## src/rtl/ppst_pkg.sv

```systemverilog
package ppst_pkg;
  localparam int NCH       = 3;
  localparam int NSLOT     = 2 * NCH;
  localparam int STAT_W    = 11;
  localparam int REG_AW    = 5;
  localparam int FULL_BIT  = 7;
  localparam int FIFO_LSB  = 8;
  localparam int ERR_W     = STAT_W - FULL_BIT;
  localparam logic [STAT_W-1:0] STAT_MASK = 11'h7BF;

  localparam int REG_CFG    = 0;
  localparam int REG_STATUS = 1;
  localparam int REG_LEN    = 2;
  localparam int REG_ADDR0  = 3;
  localparam int REG_CT0    = REG_ADDR0 + NSLOT;
  localparam int REG_FT0    = REG_CT0 + NSLOT;

  typedef struct packed {
    logic [NSLOT-1:0] latchTs;
    logic [NSLOT-1:0] addrWe;
    logic             lenWe;
  } dpStrobe_t;
endpackage

```

## src/rtl/ppst_ctrl.sv

```systemverilog
module ppst_ctrl
  import ppst_pkg::*;
(
  input  logic                   clk,
  input  logic                   rstN,
  input  logic                   regWe,
  input  logic [REG_AW-1:0]      regAddr,
  input  logic [STAT_W-1:0]      regWdataLo,
  input  logic [NCH-1:0]         doneIn,
  input  logic [NCH-1:0]         fifoErrIn,
  output logic [STAT_W-1:0]      statusQ,
  output logic [1:0]             cfgQ,
  output logic [NCH-1:0]         slotPtr,
  output dpStrobe_t              strobe,
  output logic                   irq,
  output logic [ERR_W-1:0]       hkField
);
  logic [STAT_W-1:0] setBits;
  logic [STAT_W-1:0] clrMask;
  logic [STAT_W-1:0] statusNext;
  logic              statusWr;
  logic              cfgWr;

  assign statusWr = regWe && (regAddr == REG_AW'(REG_STATUS));
  assign cfgWr    = regWe && (regAddr == REG_AW'(REG_CFG));
  assign clrMask  = statusWr ? regWdataLo : '0;

  // completion and error events to flag set requests and latch strobes
  always_comb begin
    setBits        = '0;
    strobe.latchTs = '0;
    for (int c = 0; c < NCH; c++) begin
      if (doneIn[c]) begin
        if (statusQ[2*c + int'(slotPtr[c])]) begin
          setBits[FULL_BIT] = 1'b1;
        end else begin
          setBits[2*c + int'(slotPtr[c])]        = 1'b1;
          strobe.latchTs[2*c + int'(slotPtr[c])] = 1'b1;
        end
      end
      setBits[FIFO_LSB + c] = fifoErrIn[c];
    end
  end

  always_comb begin
    for (int s = 0; s < NSLOT; s++) begin
      strobe.addrWe[s] = regWe && (regAddr == REG_AW'(REG_ADDR0 + s));
    end
    strobe.lenWe = regWe && (regAddr == REG_AW'(REG_LEN));
  end

  assign statusNext = ((statusQ & ~clrMask) | setBits) & STAT_MASK;

  always_ff @(posedge clk or negedge rstN) begin
    if (!rstN) begin
      statusQ <= '0;
      cfgQ    <= '0;
    end else begin
      statusQ <= statusNext;
      if (cfgWr) cfgQ <= regWdataLo[1:0];
    end
  end

  // one slot pointer per channel
  for (genvar c = 0; c < NCH; c++) begin : gPtr
    always_ff @(posedge clk or negedge rstN) begin
      if (!rstN)          slotPtr[c] <= 1'b0;
      else if (doneIn[c]) slotPtr[c] <= ~slotPtr[c];
    end
  end

  assign hkField = statusQ[STAT_W-1:FULL_BIT];
  assign irq = (cfgQ[0] && (|statusQ[NSLOT-1:0])) ||
               (cfgQ[1] && (|statusQ[STAT_W-1:FULL_BIT]));
endmodule

```

## src/rtl/ppst_datapath.sv

```systemverilog
module ppst_datapath
  import ppst_pkg::*;
#(
  parameter int DATA_W = 32,
  parameter int ADDR_W = 32,
  parameter int CT_W   = 32,
  parameter int FT_W   = 16,
  parameter int LEN_W  = 16,
  parameter int LEN_RESET = 200
) (
  input  logic                   clk,
  input  logic                   rstN,
  input  dpStrobe_t              strobe,
  input  logic [REG_AW-1:0]      regAddr,
  input  logic [DATA_W-1:0]      regWdata,
  input  logic [NCH*CT_W-1:0]    coarseIn,
  input  logic [NCH*FT_W-1:0]    fineIn,
  input  logic [STAT_W-1:0]      statusQ,
  input  logic [1:0]             cfgQ,
  input  logic [NCH-1:0]         slotPtr,
  output logic [DATA_W-1:0]      regRdata,
  output logic [NCH*ADDR_W-1:0]  activeAddr
);
  logic [ADDR_W-1:0] addrQ [NSLOT];
  logic [CT_W-1:0]   ctQ   [NSLOT];
  logic [FT_W-1:0]   ftQ   [NSLOT];
  logic [LEN_W-1:0]  lenQ;

  for (genvar s = 0; s < NSLOT; s++) begin : gSlot
    localparam int CH = s / 2;
    always_ff @(posedge clk or negedge rstN) begin
      if (!rstN) begin
        addrQ[s] <= '0;
        ctQ[s]   <= '0;
        ftQ[s]   <= '0;
      end else begin
        if (strobe.addrWe[s]) addrQ[s] <= regWdata[ADDR_W-1:0];
        if (strobe.latchTs[s]) begin
          ctQ[s] <= coarseIn[CH*CT_W +: CT_W];
          ftQ[s] <= fineIn[CH*FT_W +: FT_W];
        end
      end
    end
  end

  always_ff @(posedge clk or negedge rstN) begin
    if (!rstN)             lenQ <= LEN_W'(LEN_RESET);
    else if (strobe.lenWe) lenQ <= regWdata[LEN_W-1:0];
  end

  for (genvar c = 0; c < NCH; c++) begin : gAct
    assign activeAddr[c*ADDR_W +: ADDR_W] = slotPtr[c] ? addrQ[2*c+1] : addrQ[2*c];
  end

  always_comb begin
    regRdata = '0;
    if (regAddr == REG_AW'(REG_CFG))    regRdata[1:0] = cfgQ;
    if (regAddr == REG_AW'(REG_STATUS)) regRdata[STAT_W-1:0] = statusQ;
    if (regAddr == REG_AW'(REG_LEN))    regRdata[LEN_W-1:0] = lenQ;
    for (int s = 0; s < NSLOT; s++) begin
      if (regAddr == REG_AW'(REG_ADDR0 + s)) regRdata[ADDR_W-1:0] = addrQ[s];
      if (regAddr == REG_AW'(REG_CT0 + s))   regRdata[CT_W-1:0]   = ctQ[s];
      if (regAddr == REG_AW'(REG_FT0 + s))   regRdata[FT_W-1:0]   = ftQ[s];
    end
  end
endmodule

```

## src/rtl/pingpong_slot_tracker.sv

```systemverilog
module pingpong_slot_tracker
  import ppst_pkg::*;
#(
  parameter int DATA_W = 32,
  parameter int ADDR_W = 32,
  parameter int CT_W   = 32,
  parameter int FT_W   = 16
) (
  input  logic                  clk,
  input  logic                  rstN,
  input  logic                  regWe,
  input  logic [REG_AW-1:0]     regAddr,
  input  logic [DATA_W-1:0]     regWdata,
  output logic [DATA_W-1:0]     regRdata,
  input  logic [NCH-1:0]        doneIn,
  input  logic [NCH*CT_W-1:0]   coarseIn,
  input  logic [NCH*FT_W-1:0]   fineIn,
  input  logic [NCH-1:0]        fifoErrIn,
  output logic [NCH*ADDR_W-1:0] activeAddr,
  output logic                  irq,
  output logic [ERR_W-1:0]      hkField
);
  logic [STAT_W-1:0] statusQ;
  logic [1:0]        cfgQ;
  logic [NCH-1:0]    slotPtr;
  dpStrobe_t         strobe;

  ppst_ctrl uCtrl (
    .clk(clk), .rstN(rstN), .regWe(regWe), .regAddr(regAddr),
    .regWdataLo(regWdata[STAT_W-1:0]), .doneIn(doneIn), .fifoErrIn(fifoErrIn),
    .statusQ(statusQ), .cfgQ(cfgQ), .slotPtr(slotPtr), .strobe(strobe),
    .irq(irq), .hkField(hkField)
  );

  ppst_datapath #(.DATA_W(DATA_W), .ADDR_W(ADDR_W), .CT_W(CT_W), .FT_W(FT_W)) uDp (
    .clk(clk), .rstN(rstN), .strobe(strobe), .regAddr(regAddr), .regWdata(regWdata),
    .coarseIn(coarseIn), .fineIn(fineIn), .statusQ(statusQ), .cfgQ(cfgQ),
    .slotPtr(slotPtr), .regRdata(regRdata), .activeAddr(activeAddr)
  );
endmodule

```

## config.mk

```make
export PLATFORM = sky130hd
export DESIGN_NAME = pingpong_slot_tracker
export DESIGN_NICKNAME = d
export VERILOG_FILES = /design/src/rtl/ppst_pkg.sv /design/src/rtl/ppst_ctrl.sv /design/src/rtl/ppst_datapath.sv /design/src/rtl/pingpong_slot_tracker.sv
export SDC_FILE = /design/constraint.sdc
export NUM_CORES = 1
export LEC_CHECK = 0
export ABC_AREA = 1
export CAP_MARGIN = 10
export CORE_MARGIN = 5
export CORE_UTILIZATION = 50
export DETAILED_ROUTE_END_ITERATION = 8
export DONT_BUFFER_PORTS = 1
export GPL_TIMING_DRIVEN = 0
export MAX_ROUTING_LAYER = met4
export PLACE_DENSITY = 0.77
export SLEW_MARGIN = 25
export SYNTH_ARGS = -nofsm -noshare
export SYNTH_HDL_FRONTEND = slang
export SYNTH_SLANG_ARGS = --single-unit
```

## constraint.sdc

```tcl
create_clock -name clk -period 2.75 [get_ports clk]
set_input_delay 0.6875 -clock clk [delete_from_list [all_inputs] [get_ports clk]]
set_output_delay 0.6875 -clock clk [all_outputs]
set_load 0.02 [all_outputs]
```

==> results.sh <==
export IMPL_run_status="complete, but fails checks"
export IMPL_violations="negative hold slack, negative setup slack"
export IMPL_tns_ns=-12.50
export IMPL_dp_cells=3691
export IMPL_irDropWorstVdd_mv=0.646
export IMPL_cap_violations=0
export IMPL_holdWs_ns=-0.232
export IMPL_maxSlewViolCount=0
export IMPL_worstSetupPathType="in -> out"
export IMPL_tightestPinTransition_ns=1.18
export IMPL_start_kind="primary input"
export IMPL_ios=323
export IMPL_start_util_pct=50.3
export IMPL_rows=80
export IMPL_clk_pin_slew_ns=0.06
export IMPL_drc=0
export IMPL_syn_inst=3076
export IMPL_final_min_clock_period_ns=3.25
export IMPL_synth_area_um2=23900
export IMPL_core_um2=47400
export IMPL_dr_total_vias=22300
export IMPL_viasPerCell=5.81
export IMPL_placed_cell_area_um2=24700
export IMPL_syn_to_final_growth_pct=19.7
export IMPL_clock_sink_count=511
export IMPL_cp_max_fo=8
export IMPL_max_slew_margin_pct=21.6
export IMPL_cts_tree="built"
export IMPL_synth_seq_cells=511
export IMPL_setup_viol=33
export IMPL_die_w_um=228
export IMPL_ys_warnings_count=0
export IMPL_dr_pass1_iters=6
export IMPL_critPathCaptureType="primary output"
export IMPL_first_iter_violations=3049
export IMPL_cts_htree_levels=2
export IMPL_cp_arrival_ns=2.56
export IMPL_synth_nets=3266
export IMPL_yosysSeqAreaShare_pct=53.6
export IMPL_postLayoutCellArea_um2=28500
export IMPL_rsz0062_at_grt="yes"
export IMPL_fin_skew_ns=0.0162
export IMPL_grt_util_all_layers_pct=32.9
export IMPL_critPathRequiredTime_ns=2.06
export IMPL_pre_cts_slack_ns=-1.09
export IMPL_layout_drive_gt1_share_pct=14.6
export IMPL_grt_pass1_vias=22200
export IMPL_synth_async_reset_ratio_pct=100
export IMPL_cts_root_buf="clkbuf_16"
export IMPL_stdcell_count=3844
export IMPL_clock_latency_ns=0.62
export IMPL_ys_flop_type="dfrtp_1"
export IMPL_fin_util_pct=60.2
export IMPL_grt_overflow_total=0
export IMPL_antenna_found_initial=16
export IMPL_syn_area_per_cell_um2=7.75
export IMPL_fin_crit_sh_pct=118
export IMPL_drtAntennaViolNets=0
export IMPL_grt_max_degree=512
export IMPL_gp_congestion=0.990
export IMPL_yosysUniqueCellTypes=35
export IMPL_wl_per_cell_um=22.3
export IMPL_fin_ws_ns=-0.496
export IMPL_cellLeakagePower_nw=14.1
export IMPL_dieArea_um2=52200
export IMPL_wirelength_mm=85.8
export IMPL_fp_dieH_um=228
export IMPL_power_per_cell_area_nw_per_um2=910
export IMPL_hp_class="in -> async"
export IMPL_grt_pass1_wl_mm=129
export IMPL_numCtsBuffers=53
export IMPL_dp_hpwl_mm=62.7
export IMPL_port_buffers=0
export IMPL_finalHoldViolCount=328
export IMPL_synth_edf_count=0
export IMPL_max_freq_ghz=0.308
export IMPL_nNetsFinal=3361
export IMPL_cts_buffer_depth=3
==> per-stage QoR <==
step                power [mW]  hold WS, ns
global placement          17.4        0.408
floorplan                 15.5        0.392
CTS                       25.6       -0.245
detailed placement        17.6        0.408
global route              27.3       -0.251
finish                    26.0       -0.232
==> Yosys cell counts (all sizes together) (3+ instances only) <==
cell type,number,area share [%]
a2111oi,8,0.29
a211oi,8,0.25
a21oi,27,0.57
buf,31,0.75
clkbuf,139,2.2
clkinv,7,0.11
dfrtp,508,53
dfstp,3,0.33
inv,344,5.4
nand2,1109,18
nand3,68,1.4
nand4,73,1.9
nor2,86,1.5
o2111ai,9,0.33
o21ai,610,13
or2,36,0.94
xor2,3,0.11
==> layer usage <==
layer  wire length [um]  vias to the layer above  GRT usage (%)
li1                   -                     9986              -
met1              33200                    11000           41.2
met2              39800                     1156           51.1
met3               8360                      234           8.07
met4               4450                        0           14.7
met5                  0                        -              -
==> what timing repair did <==
action / CTS / global route
buffers inserted: 32 / 7
gates cloned: 7 / 0
pin swaps: 68 / 83
endpoints found under the hold margin: 508 / 508
endpoints found under the setup margin: 121 / 93
resized for setup: 385 / 114
==> where the power goes <==
part	switching (mW)	total (mW)	leakage [nW]	internal, mW
clock network	3.13	7.41	0.870	4.28
logic	4.69	6.61	6.76	1.92
registers	1.83	11.9	6.45	10.1
total	9.66	26.0	14.1	16.3
==> worst max-delay path, stage by stage <==
cell,delay (ns)
buf_12,0.11
buf_4,0.14
nor2_4,0.05
buf_4,0.16
nand3_1,0.07
nand2_1,0.07
nor2_1,0.17
nand4_1,0.12
nand2_2,0.10
nand3_2,0.11
nand2_1,0.08
nand3_1,0.07
nand2_1,0.08
nand4_1,0.13
nor2_1,0.15
nand4_1,0.26
==> cells in the final DEF (no fill, tap or decap), types with 32 or more instances in the layout <==
cell / count
nand2_1: 1020
o21ai_0: 522
dfrtp_1: 505
inv_1: 324
clkbuf_1: 115
nand4_1: 73
nor2_1: 67
nand2_2: 59
o21ai_2: 55
clkbuf_16: 55
nand3_1: 32
==> flip-flops by register name (all words and copies together), names as in the netlist <==
signal         count
uDp.addrQ        192
uDp.ctQ          192
uDp.ftQ           96
uDp.lenQ          16
uCtrl.statusQ     10
uCtrl.slotPtr      3
uCtrl.cfgQ         2
==> cell families after synthesis <==
group	Yosys count	synth area share, %
and+or+nand+nor	1377	23.5
AOI/OAI and AO/OA	664	14.3
buffers and inverters	521	8.46
DFF	511	53.6
xor gates and xnor gates	3	0.110
==> area by class of cell <==
cell class,instances,area (um2)
clock buffers,78,1590
multi-input cells,2044,10400
fillers,4111,18900
flip-flops and latches,511,12800
inverters,351,1350
diodes,17,42.5
well taps,615,769
repair buffers,43,508
clock inverters,18,183
plain buffers,167,896
==> worst paths after layout <==
check	startpoint	end	slack, ns	cells past startpoint
max reg2reg	uCtrl.statusQ[3]$_DFF_PN0_	uDp.ctQ[90]$_DFFE_PN0P_	0.42	6
max in group asynchronous	rstN	uDp.addrQ[169]$_DFFE_PN0P_	2.01	0
min	rstN	uDp.ctQ[61]$_DFFE_PN0P_	-0.23	0
min reg2reg	uDp.ctQ[55]$_DFFE_PN0P_	uDp.ctQ[55]$_DFFE_PN0P_	0.48	2
max	regAddr[4]	regRdata[8]	-0.50	16
min in group clk	doneIn[1]	uCtrl.slotPtr[1]$_DFFE_PN0P_	0.15	1
(Power assumes the default switching activity.)
